`src/rtl/irq_resolver_pkg.sv`:
```
package irq_resolver_pkg;
  typedef enum logic [2:0] {
    OP_NOP      = 3'd0,
    OP_MASK     = 3'd1,
    OP_MODE     = 3'd2,
    OP_EOI_ANY  = 3'd3,
    OP_EOI_LINE = 3'd4
  } irq_op_e;

  localparam int MODE_ROT_BIT = 0;
  localparam int MODE_SMM_BIT = 1;
endpackage

```
`src/rtl/irq_rank_pick.sv`:
```
module irq_rank_pick #(
  parameter int N  = 8,
  parameter int IW = $clog2(N)
) (
  input  logic [N-1:0]  bits_i,
  input  logic [IW-1:0] low_i,
  output logic          found_o,
  output logic [IW-1:0] idx_o,
  output logic [IW-1:0] rank_o
);
  // line that holds rank k when low is the lowest-ranked line
  function automatic logic [IW-1:0] slot_line(input logic [IW-1:0] low, input int k);
    return IW'((int'(low) + 1 + k) % N);
  endfunction

  always_comb begin
    found_o = 1'b0;
    idx_o   = '0;
    rank_o  = '0;
    for (int k = N - 1; k >= 0; k--) begin
      if (bits_i[slot_line(low_i, k)]) begin
        found_o = 1'b1;
        idx_o   = slot_line(low_i, k);
        rank_o  = IW'(k);
      end
    end
  end
endmodule

```
`src/rtl/irq_ctrl_regs.sv`:
```
module irq_ctrl_regs #(
  parameter int N  = 8,
  parameter int IW = $clog2(N)
) (
  input  logic          clk,
  input  logic          rst_n,
  input  logic          mask_wr_i,
  input  logic          mode_wr_i,
  input  logic [N-1:0]  arg_i,
  input  logic          rot_in_i,
  input  logic          smm_in_i,
  input  logic          eoi_fire_i,
  input  logic [IW-1:0] eoi_at_i,
  output logic [N-1:0]  mask_q,
  output logic          rot_q,
  output logic          smm_q,
  output logic [IW-1:0] low_q
);
  localparam logic [IW-1:0] LOW_FIXED = IW'(N - 1);

  always_ff @(posedge clk or negedge rst_n) begin
    if (!rst_n) begin
      mask_q <= '0;
      rot_q  <= 1'b0;
      smm_q  <= 1'b0;
      low_q  <= LOW_FIXED;
    end else begin
      if (mask_wr_i) mask_q <= arg_i;
      if (mode_wr_i) begin
        rot_q <= rot_in_i;
        smm_q <= smm_in_i;
      end
      if (mode_wr_i && !rot_in_i) low_q <= LOW_FIXED;
      else if (eoi_fire_i && rot_q) low_q <= eoi_at_i;
    end
  end


  fixed_low_chk: assert property (@(posedge clk) disable iff (!rst_n)
    !rot_q |-> low_q == LOW_FIXED);


  rotate_low_chk: assert property (@(posedge clk) disable iff (!rst_n)
    (eoi_fire_i && rot_q && !mode_wr_i) |=> low_q == $past(eoi_at_i));
endmodule

```
`src/rtl/irq_service_track.sv`:
```
module irq_service_track #(
  parameter int N  = 8,
  parameter int IW = $clog2(N)
) (
  input  logic          clk,
  input  logic          rst_n,
  input  logic          take_i,
  input  logic [IW-1:0] take_idx_i,
  input  logic          eoi_any_i,
  input  logic          eoi_line_i,
  input  logic [IW-1:0] eoi_sel_i,
  input  logic [IW-1:0] low_i,
  output logic [N-1:0]  isr_q,
  output logic          top_found_o,
  output logic [IW-1:0] top_idx_o,
  output logic [IW-1:0] top_rank_o,
  output logic          eoi_fire_o,
  output logic [IW-1:0] eoi_at_o
);
  function automatic logic [N-1:0] bit_at(input logic [IW-1:0] idx);
    logic [N-1:0] v;
    v = '0;
    v[idx] = 1'b1;
    return v;
  endfunction

  logic [N-1:0] set_vec, clr_vec, isr_d;

  irq_rank_pick #(.N(N), .IW(IW)) u_top_pick (
    .bits_i (isr_q),
    .low_i  (low_i),
    .found_o(top_found_o),
    .idx_o  (top_idx_o),
    .rank_o (top_rank_o)
  );

  assign eoi_fire_o = eoi_line_i || (eoi_any_i && top_found_o);
  assign eoi_at_o   = eoi_line_i ? eoi_sel_i : top_idx_o;
  assign clr_vec    = eoi_fire_o ? bit_at(eoi_at_o) : '0;
  assign set_vec    = take_i ? bit_at(take_idx_i) : '0;
  assign isr_d      = (isr_q & ~clr_vec) | set_vec;

  always_ff @(posedge clk or negedge rst_n) begin
    if (!rst_n) isr_q <= '0;
    else        isr_q <= isr_d;
  end


  isr_single_set_chk: assert property (@(posedge clk) disable iff (!rst_n)
    $onehot0(isr_q & ~$past(isr_q)));


  take_sets_isr_chk: assert property (@(posedge clk) disable iff (!rst_n)
    take_i |=> isr_q[$past(take_idx_i)]);


  eoi_any_count_chk: assert property (@(posedge clk) disable iff (!rst_n)
    (eoi_any_i && !eoi_line_i && top_found_o && !take_i)
      |=> ($countones(isr_q) + 1 == $countones($past(isr_q))));
endmodule

```
`src/rtl/prio_irq_resolver.sv`:
```
module prio_irq_resolver
  import irq_resolver_pkg::*;
#(
  parameter int LINES = 8
) (
  input  logic             clk,
  input  logic             rst_n,
  input  logic [LINES-1:0] req_i,
  input  logic             ack_i,
  input  logic             poll_i,
  input  logic             cmd_valid_i,
  input  logic [2:0]       cmd_op_i,
  input  logic [LINES-1:0] cmd_arg_i,
  output logic             irq_o,
  output logic [$clog2(LINES)-1:0] vec_o,
  output logic [7:0]       poll_word_o,
  output logic [LINES-1:0] isr_o
);
  localparam int IW  = $clog2(LINES);
  localparam int PAD = 7 - IW;

  logic [LINES-1:0] irr_q, mask_q, isr_q, pend, cand;
  logic             rot_q, smm_q;
  logic [IW-1:0]    low_q;
  logic             p_found, top_found, grant, take;
  logic [IW-1:0]    p_idx, p_rank, top_idx, top_rank;
  logic             eoi_fire;
  logic [IW-1:0]    eoi_at;
  logic             mask_wr, mode_wr, eoi_any, eoi_line;

  always_ff @(posedge clk or negedge rst_n) begin
    if (!rst_n) irr_q <= '0;
    else        irr_q <= req_i;
  end

  assign mask_wr  = cmd_valid_i && (cmd_op_i == OP_MASK);
  assign mode_wr  = cmd_valid_i && (cmd_op_i == OP_MODE);
  assign eoi_any  = cmd_valid_i && (cmd_op_i == OP_EOI_ANY);
  assign eoi_line = cmd_valid_i && (cmd_op_i == OP_EOI_LINE);

  irq_ctrl_regs #(.N(LINES), .IW(IW)) u_ctrl (
    .clk       (clk),
    .rst_n     (rst_n),
    .mask_wr_i (mask_wr),
    .mode_wr_i (mode_wr),
    .arg_i     (cmd_arg_i),
    .rot_in_i  (cmd_arg_i[MODE_ROT_BIT]),
    .smm_in_i  (cmd_arg_i[MODE_SMM_BIT]),
    .eoi_fire_i(eoi_fire),
    .eoi_at_i  (eoi_at),
    .mask_q    (mask_q),
    .rot_q     (rot_q),
    .smm_q     (smm_q),
    .low_q     (low_q)
  );

  assign pend = irr_q & ~mask_q;
  assign cand = smm_q ? (pend & ~isr_q) : pend;

  irq_rank_pick #(.N(LINES), .IW(IW)) u_req_pick (
    .bits_i (cand),
    .low_i  (low_q),
    .found_o(p_found),
    .idx_o  (p_idx),
    .rank_o (p_rank)
  );

  assign grant = p_found && (smm_q || !top_found || (p_rank < top_rank));
  assign take  = grant && (ack_i || poll_i);

  irq_service_track #(.N(LINES), .IW(IW)) u_svc (
    .clk        (clk),
    .rst_n      (rst_n),
    .take_i     (take),
    .take_idx_i (p_idx),
    .eoi_any_i  (eoi_any),
    .eoi_line_i (eoi_line),
    .eoi_sel_i  (cmd_arg_i[IW-1:0]),
    .low_i      (low_q),
    .isr_q      (isr_q),
    .top_found_o(top_found),
    .top_idx_o  (top_idx),
    .top_rank_o (top_rank),
    .eoi_fire_o (eoi_fire),
    .eoi_at_o   (eoi_at)
  );

  assign irq_o       = grant;
  assign vec_o       = p_idx;
  assign poll_word_o = {grant, {PAD{1'b0}}, grant ? p_idx : {IW{1'b0}}};
  assign isr_o       = isr_q;


  ack_idle_chk: assert property (@(posedge clk) disable iff (!rst_n)
    (ack_i && !irq_o && !poll_i && !cmd_valid_i) |=> isr_o == $past(isr_o));


  masked_no_grant_chk: assert property (@(posedge clk) disable iff (!rst_n)
    irq_o |-> !mask_q[vec_o] && irr_q[vec_o]);


  nested_no_inservice_chk: assert property (@(posedge clk) disable iff (!rst_n)
    (irq_o && !smm_q) |-> !isr_o[vec_o]);
endmodule

```
`config.mk`:
```
export PLATFORM = sky130hd
export DESIGN_NAME = prio_irq_resolver
export DESIGN_NICKNAME = d
export VERILOG_FILES = /design/src/rtl/irq_resolver_pkg.sv /design/src/rtl/irq_rank_pick.sv /design/src/rtl/irq_ctrl_regs.sv /design/src/rtl/irq_service_track.sv /design/src/rtl/prio_irq_resolver.sv
export SDC_FILE = /design/constraint.sdc
export NUM_CORES = 1
export LEC_CHECK = 0
export BUFFER_PORTS_ARGS = -buffer_cell sky130_fd_sc_hd__buf_2
export CELL_PAD_IN_SITES_DETAIL_PLACEMENT = 0
export CELL_PAD_IN_SITES_GLOBAL_PLACEMENT = 1
export CORE_ASPECT_RATIO = 0.6
export CORE_MARGIN = 1.5
export CORE_UTILIZATION = 49
export DETAILED_ROUTE_END_ITERATION = 10
export GPL_TIMING_DRIVEN = 0
export PLACE_DENSITY = 0.93
export SETUP_SLACK_MARGIN = 0.2
export SYNTH_ARGS = -nofsm -noshare
export SYNTH_HDL_FRONTEND = slang
export SYNTH_SLANG_ARGS = --single-unit
```
`constraint.sdc`:
```
create_clock -name clk -period 8.3 [get_ports clk]
set_input_delay 0.415 -clock clk [delete_from_list [all_inputs] [get_ports clk]]
set_output_delay 0.415 -clock clk [all_outputs]
set_load 0.005 [all_outputs]
```
# Word-level counts from Yosys, hierarchy flattened
# Cells that the tools add are included.
# W data, S select, Z words.
[word_totals]
regBits = 29
latchBits = 0
mem_bits_rw = 0
rom_bits = 0
out_inout_bits = 20
memories = 0
[op_classes]
n_addsub = 8
n_mul = 0
div = 0
magnitude_cmp = 13
eq_ne = 4
shifts = 0
n_mux = 91
bitwise_logic = 7
reduce_logical = 18
[ops]
columns = ["op", "count"]
rows = [
  ["$mux W3", 36],
  ["$bmux W1 S3", 16],
  ["$lt A3 B4 Y1 const B", 10],
  ["$mux W1", 34],
  ["$and A8 B8 Y8", 3],
  ["$mux W8", 3],
  ["$not A8 Y8", 3],
  ["$add A3 B3 Y3 const B", 4],
  ["$logic_and A1 B1 Y1", 11],
  ["$or A8 B8 Y8", 1],
  ["$add A3 B1 Y3 const B", 2],
  ["$add A3 B2 Y3 const B", 2],
  ["$demux W1 S3", 2],
  ["$eq A3 B2 Y1 const B", 2],
  ["$ge A3 B1 Y1 const B", 2],
  ["$logic_or A1 B1 Y1", 4],
  ["$eq A3 B1 Y1 const B", 1],
  ["$eq A3 B3 Y1 const B", 1],
  ["$lt A3 B3 Y1", 1],
  ["$logic_not A1 Y1", 2],
  ["$reduce_bool A2 Y1", 1],
]

# Longest topological paths before layout
[depth]
depth_word = 21
mapped_depth = 20
depth_no_buf = 17

# By module
# Synthesis repeated with hierarchy kept, for this count alone.
[unflattened]
hier_cells = 382
hier_area_um2 = 3609.7
[modules_own_cells]
columns = ["mod", "instances", "cells_per_inst", "area_per_inst_um2", "seq_area_each_um2"]
rows = [
  ["irq_rank_pick", 2, 118, 1019.7, 0.0],
  ["irq_ctrl_regs", 1, 34, 545.5, 329.1],
  ["irq_service_track", 1, 59, 520.5, 200.2],
  ["prio_irq_resolver", 1, 53, 504.2, 200.2],
]

# Worst setup path before layout
# Ideal clock, no wire load.
[synth_timing]
path_kind = "register -> output"
from = "reg u_ctrl.low_q[0]"
to = "out poll_word_o[1]"
t_arrival_ns = 3.952
path_slack_ns = 3.933
stages_incl_launch_ff = 17
n_path_buf = 2
path_cell_list = "dfstp_2 -> buf_6 -> inv_2 -> clkbuf_8 -> ha_1 -> mux4_2 -> or2_1 -> mux4_1 -> nor2_4 -> nand2_1 -> ha_1 -> o21ai_0 -> a21oi_1 -> o311ai_4 -> o21ai_4 -> inv_1 -> and2_2"
[synth_via]
elab_chain_len = 17
word_cells_on_any_way = 86
[synth_lines]
columns = ["element", "line", "rtl"]
rows = [
  ["start: declaration", "irq_ctrl_regs.sv:17", "output logic [IW-1:0] low_q"],
  ["start signal: assignment", "irq_ctrl_regs.sv:34", "else if (eoi_fire_i && rot_q) low_q <= eoi_at_i;"],
  ["$add A3 B1 Y3 *", "irq_rank_pick.sv:13", "return IW'((int'(low) + 1 + k) % N);"],
  ["parallel branches: the longest is 14 deep, another holds $add A3 B1 Y3", "-", ""],
  ["$logic_and A1 B1 Y1 *", "prio_irq_resolver.sv:68", "assign grant = p_found && (smm_q || !top_found || (p_rank < top_rank));"],
  ["via irq_o", "prio_irq_resolver.sv:14", "output logic irq_o,"],
  ["$mux W3 *", "prio_irq_resolver.sv:90", "assign poll_word_o = {grant, {PAD{1'b0}}, grant ? p_idx : {IW{1'b0}}};"],
  ["end: declaration", "prio_irq_resolver.sv:16", "output logic [7:0] poll_word_o,"],
]
# Mark *: on every way through the listed nets, which the timed path passes. The select of a mux whose other input is x is not followed.

# Final worst setup path
[layout_timing]
from = "reg u_ctrl.low_q[0]"
to = "out poll_word_o[1]"
[layout_via]
elab_chain_len = 17
word_cells_on_any_way = 86
[layout_lines]
columns = ["element", "line"]
rows = [
  ["$add A3 B1 Y3 *", "irq_rank_pick.sv:13"],
  ["parallel branches: the longest is 15 deep, another holds $add A3 B1 Y3", "-"],
  ["$mux W3 *", "prio_irq_resolver.sv:90"],
]
# Mark *: on every way between the ends. The select of a mux whose other input is x is not followed.

==> key figures <==
Status
  – Outcome: complete, no violations

Worst setup path
  – CP arrival: 4.94 ns
  – Critical Path RT: 7.89 ns
  – WS Path Type: reg -> out
  – Worst setup SP type: flop
  – Critical path fanouts, max: 10
  – Crit path capture type: output pin

Global route
  – Initial antenna violation count: 0
  – First-pass GRT wire length: 15.26 mm
  – Largest net degree at the start of global routing: 30
  – Total global routing overflow: 0
  – Vias in the first global route: 2,850
  – GRT Total Usage: 28.38%

Timing
  – TNS Setup: 0 ns
  – Relative slew margins: 44.78%
  – Fin crit share: 64.57%
  – FMAX: 186.6 MHz
  – Worst Clk Skew: 0.01050 ns
  – RSZ-0062 raised after global routing: no
  – Fin. Hold Viols: 0
  – Final setup vio count: 0
  – Worst-margin pin slew: 0.8255 ns
  – Slew Viols, Final: 0
  – Tmin final: 5.359 ns

Final layout
  – Fraction of layout cells with a size suffix above 1: 31.49%
  – Sequential cell area: 729.5 um^2
  – P&R area growth vs syn: 13.18%
  – Fill count: 550
  – Layout Nets: 424
  – Ant diodes: 0
  – Area of the multi-input gates: 2349 um^2

Clock network
  – CTS buffer count: 5
  – CTS root buffer: clkbuf_8
  – Clock latency on the worst-skew pair: 0.29 ns
  – Bufs on Longest Clock Path: 2
  – CTS tree: done
  – Post-CTS setup buffer count: 0
  – Post-CTS sizing: 0
  – Hold-fix buffer count after cts: 0
  – Clock slew at reported path FFs: 0.07 ns
  – H-tree depth: 2
  – Clk sinks: 29

Logic synthesis
  – Netlist cell types: 77
  – EDFF count, synth: 0
  – Synth top area share: 19.87%
  – Share of synthesized registers carrying an async set or reset: 100.0%
  – Post-synth top cells: 44 x nand2_1, 26 x dfrtp_1, 24 x a21oi_1, 24 x nand3_1
  – Dominant cells by area after synthesis: dfrtp_1 20%, mux4_2 8.3%, nand2_1 5.0%, mux4_1 4.8%, mux2_2 4.5%
  – Post-Syn Area: 3274 um^2
  – Count leader, synth: nand2_1
  – Syn avg cell area: 9.436 um^2
  – Syn Inst Count: 347
  – Yosys warns: 0
  – Top_reg_cell synth: dfrtp_1
  – #FFs+latches synth: 29
  – Area leader, netlist: dfrtp_1
  – Sequential area share after synthesis: 22.28%

Detailed routing
  – Met1 Wirelength: 4.371 mm
  – Avg Vias per Cell: 6.389
  – Vias: 3,073
  – Highest routed layer: met4
  – Final WL: 9.422 mm
  – Routed wire length per instance: 19.59 um
  – Residual DRC: 0
  – 1st-pass router iterations: 5
  – Antenna viol nets, final: 0
  – Met3 WL: 1.125 mm
  – Wire length on met2: 3.808 mm
  – Drt first-iter violations: 322

Floorplan
  – Row cnt: 22
  – Core area: 6276 um^2
  – Initial Util: 52.17%
  – Die H: 66.32 um
  – Boundary pin count: 44
  – Die Wd: 108.5 um
  – Die Area: 7198 um^2

Placed design
  – GPL Wtd Cong: 0.9817
  – Hpwl dp: 7.318 mm
  – PortBufs: 39

Flow run
  – Maxcap violations: 0

Min path
  – Worst hold path type: in -> async
-- critical path, cell delays in order (launching register included) --
cell      delay, ns
dfstp_2        0.58
buf_6          0.17
inv_2          0.09
clkbuf_8       0.18
ha_1           0.38
buf_6          0.18
nor2b_1        0.45
nand3_1        0.17
and4_2         0.30
mux2i_2        0.31
or2_0          0.19
nand3b_4       0.18
a31oi_1        0.05
ha_1           0.32
o21ai_0        0.08
a21oi_1        0.23
o311ai_4       0.14
o21ai_4        0.16
inv_1          0.13
and2_2         0.21
buf_2          0.12
-- final timing paths --
check	startpoint	to	slack, ns	cells after the start
worst max-delay path	u_ctrl.low_q[0]$_DFFE_PN1P_	poll_word_o[1]	2.94	20
worst min-delay path	rst_n	u_svc.isr_q[0]$_DFF_PN0_	0.15	1
worst max register to register	u_ctrl.low_q[0]$_DFFE_PN1P_	u_svc.isr_q[4]$_DFF_PN0_	3.41	19
worst min register to register	u_ctrl.mask_q[1]$_DFFE_PN0P_	u_ctrl.mask_q[1]$_DFFE_PN0P_	0.50	1
max in group asynchronous	rst_n	u_ctrl.mask_q[5]$_DFFE_PN0P_	7.71	1
min in group clk	req_i[2]	irr_q[2]$_DFF_PN0_	0.23	1
-- per-stage QoR --
| stage | utilization, % | instances | area [um^2] | setup WS, ns | hold WS (ns) |
|---|---|---|---|---|---|
| floorplan | - | 350 | 3286 | 3.933 | 0.1194 |
| detailed placement | 57.14 | 473 | 3586 | 3.304 | 0.4755 |
| CTS | 59.05 | 481 | 3706 | 2.996 | 0.1656 |
| finish | 59.05 | 481 | 3706 | 2.941 | 0.1494 |
| global route | 59.05 | 481 | 3706 | 2.650 | 0.1962 |
| global placement | 57.14 | 473 | 3586 | 3.406 | 0.4603 |
-- logic make-up after synthesis --
kind of cell | synth area share [%]
xor gates and xnor gates | 2.522
and+or+nand+nor | 24.53
DFF | 22.28
other | 0.1145
adders and majority gates | 1.529
AOI/OAI and AO/OA | 18.46
buffers and inverters | 6.343
muxes | 24.23
-- area by class of cell --
cell class,instances,area share [%]
Inverter,7,0.7090
Multi-Input combinational cell,295,63.37
Sequential cell,29,19.68
Timing Repair Buffer,39,5.267
Tap cell,84,2.836
Clock inverter,2,1.013
Clock buffer,6,2.228
Buffer,19,4.895
-- metal layers --
metal	vias to the layer above	track usage (%)
li1	1411	-
met3	13	9.655
met2	171	39.54
met5	-	0
met1	1478	41.78
met4	0	6.086
-- sequential cells by signal, indices dropped and copies added, names as in the netlist --
register	count
irr_q	8
u_ctrl.mask_q	8
u_ctrl.smm_q	1
u_ctrl.low_q	3
u_svc.isr_q	8
u_ctrl.rot_q	1
-- placed cells by master, fill, tap and decap left out, types with 3 or more instances in the layout --
cell and count:
mux4_1 6, buf_4 5, a31oi_1 5, nor2_1 19
mux4_2 12, clkbuf_8 12, or2_1 4, nor4_1 3
o31ai_1 7, and2_4 4, nand2b_1 3, inv_1 4
nand2_1 44, nor2b_1 6, dfstp_2 3, nand3_1 24
ha_1 4, a21oi_1 24, conb_1 4, buf_6 4
mux2_2 13, o21ai_1 4, a22oi_1 3, xnor2_1 3
nand3b_1 3, buf_2 40, mux2i_1 13, a32oi_1 3
dfrtp_1 26, nand4_1 4, o21ai_0 19, and2_1 8
and2b_2 3
Power is not shown: default switching activity piles up to over one toggle a cycle in this logic, so the estimate is an artifact.
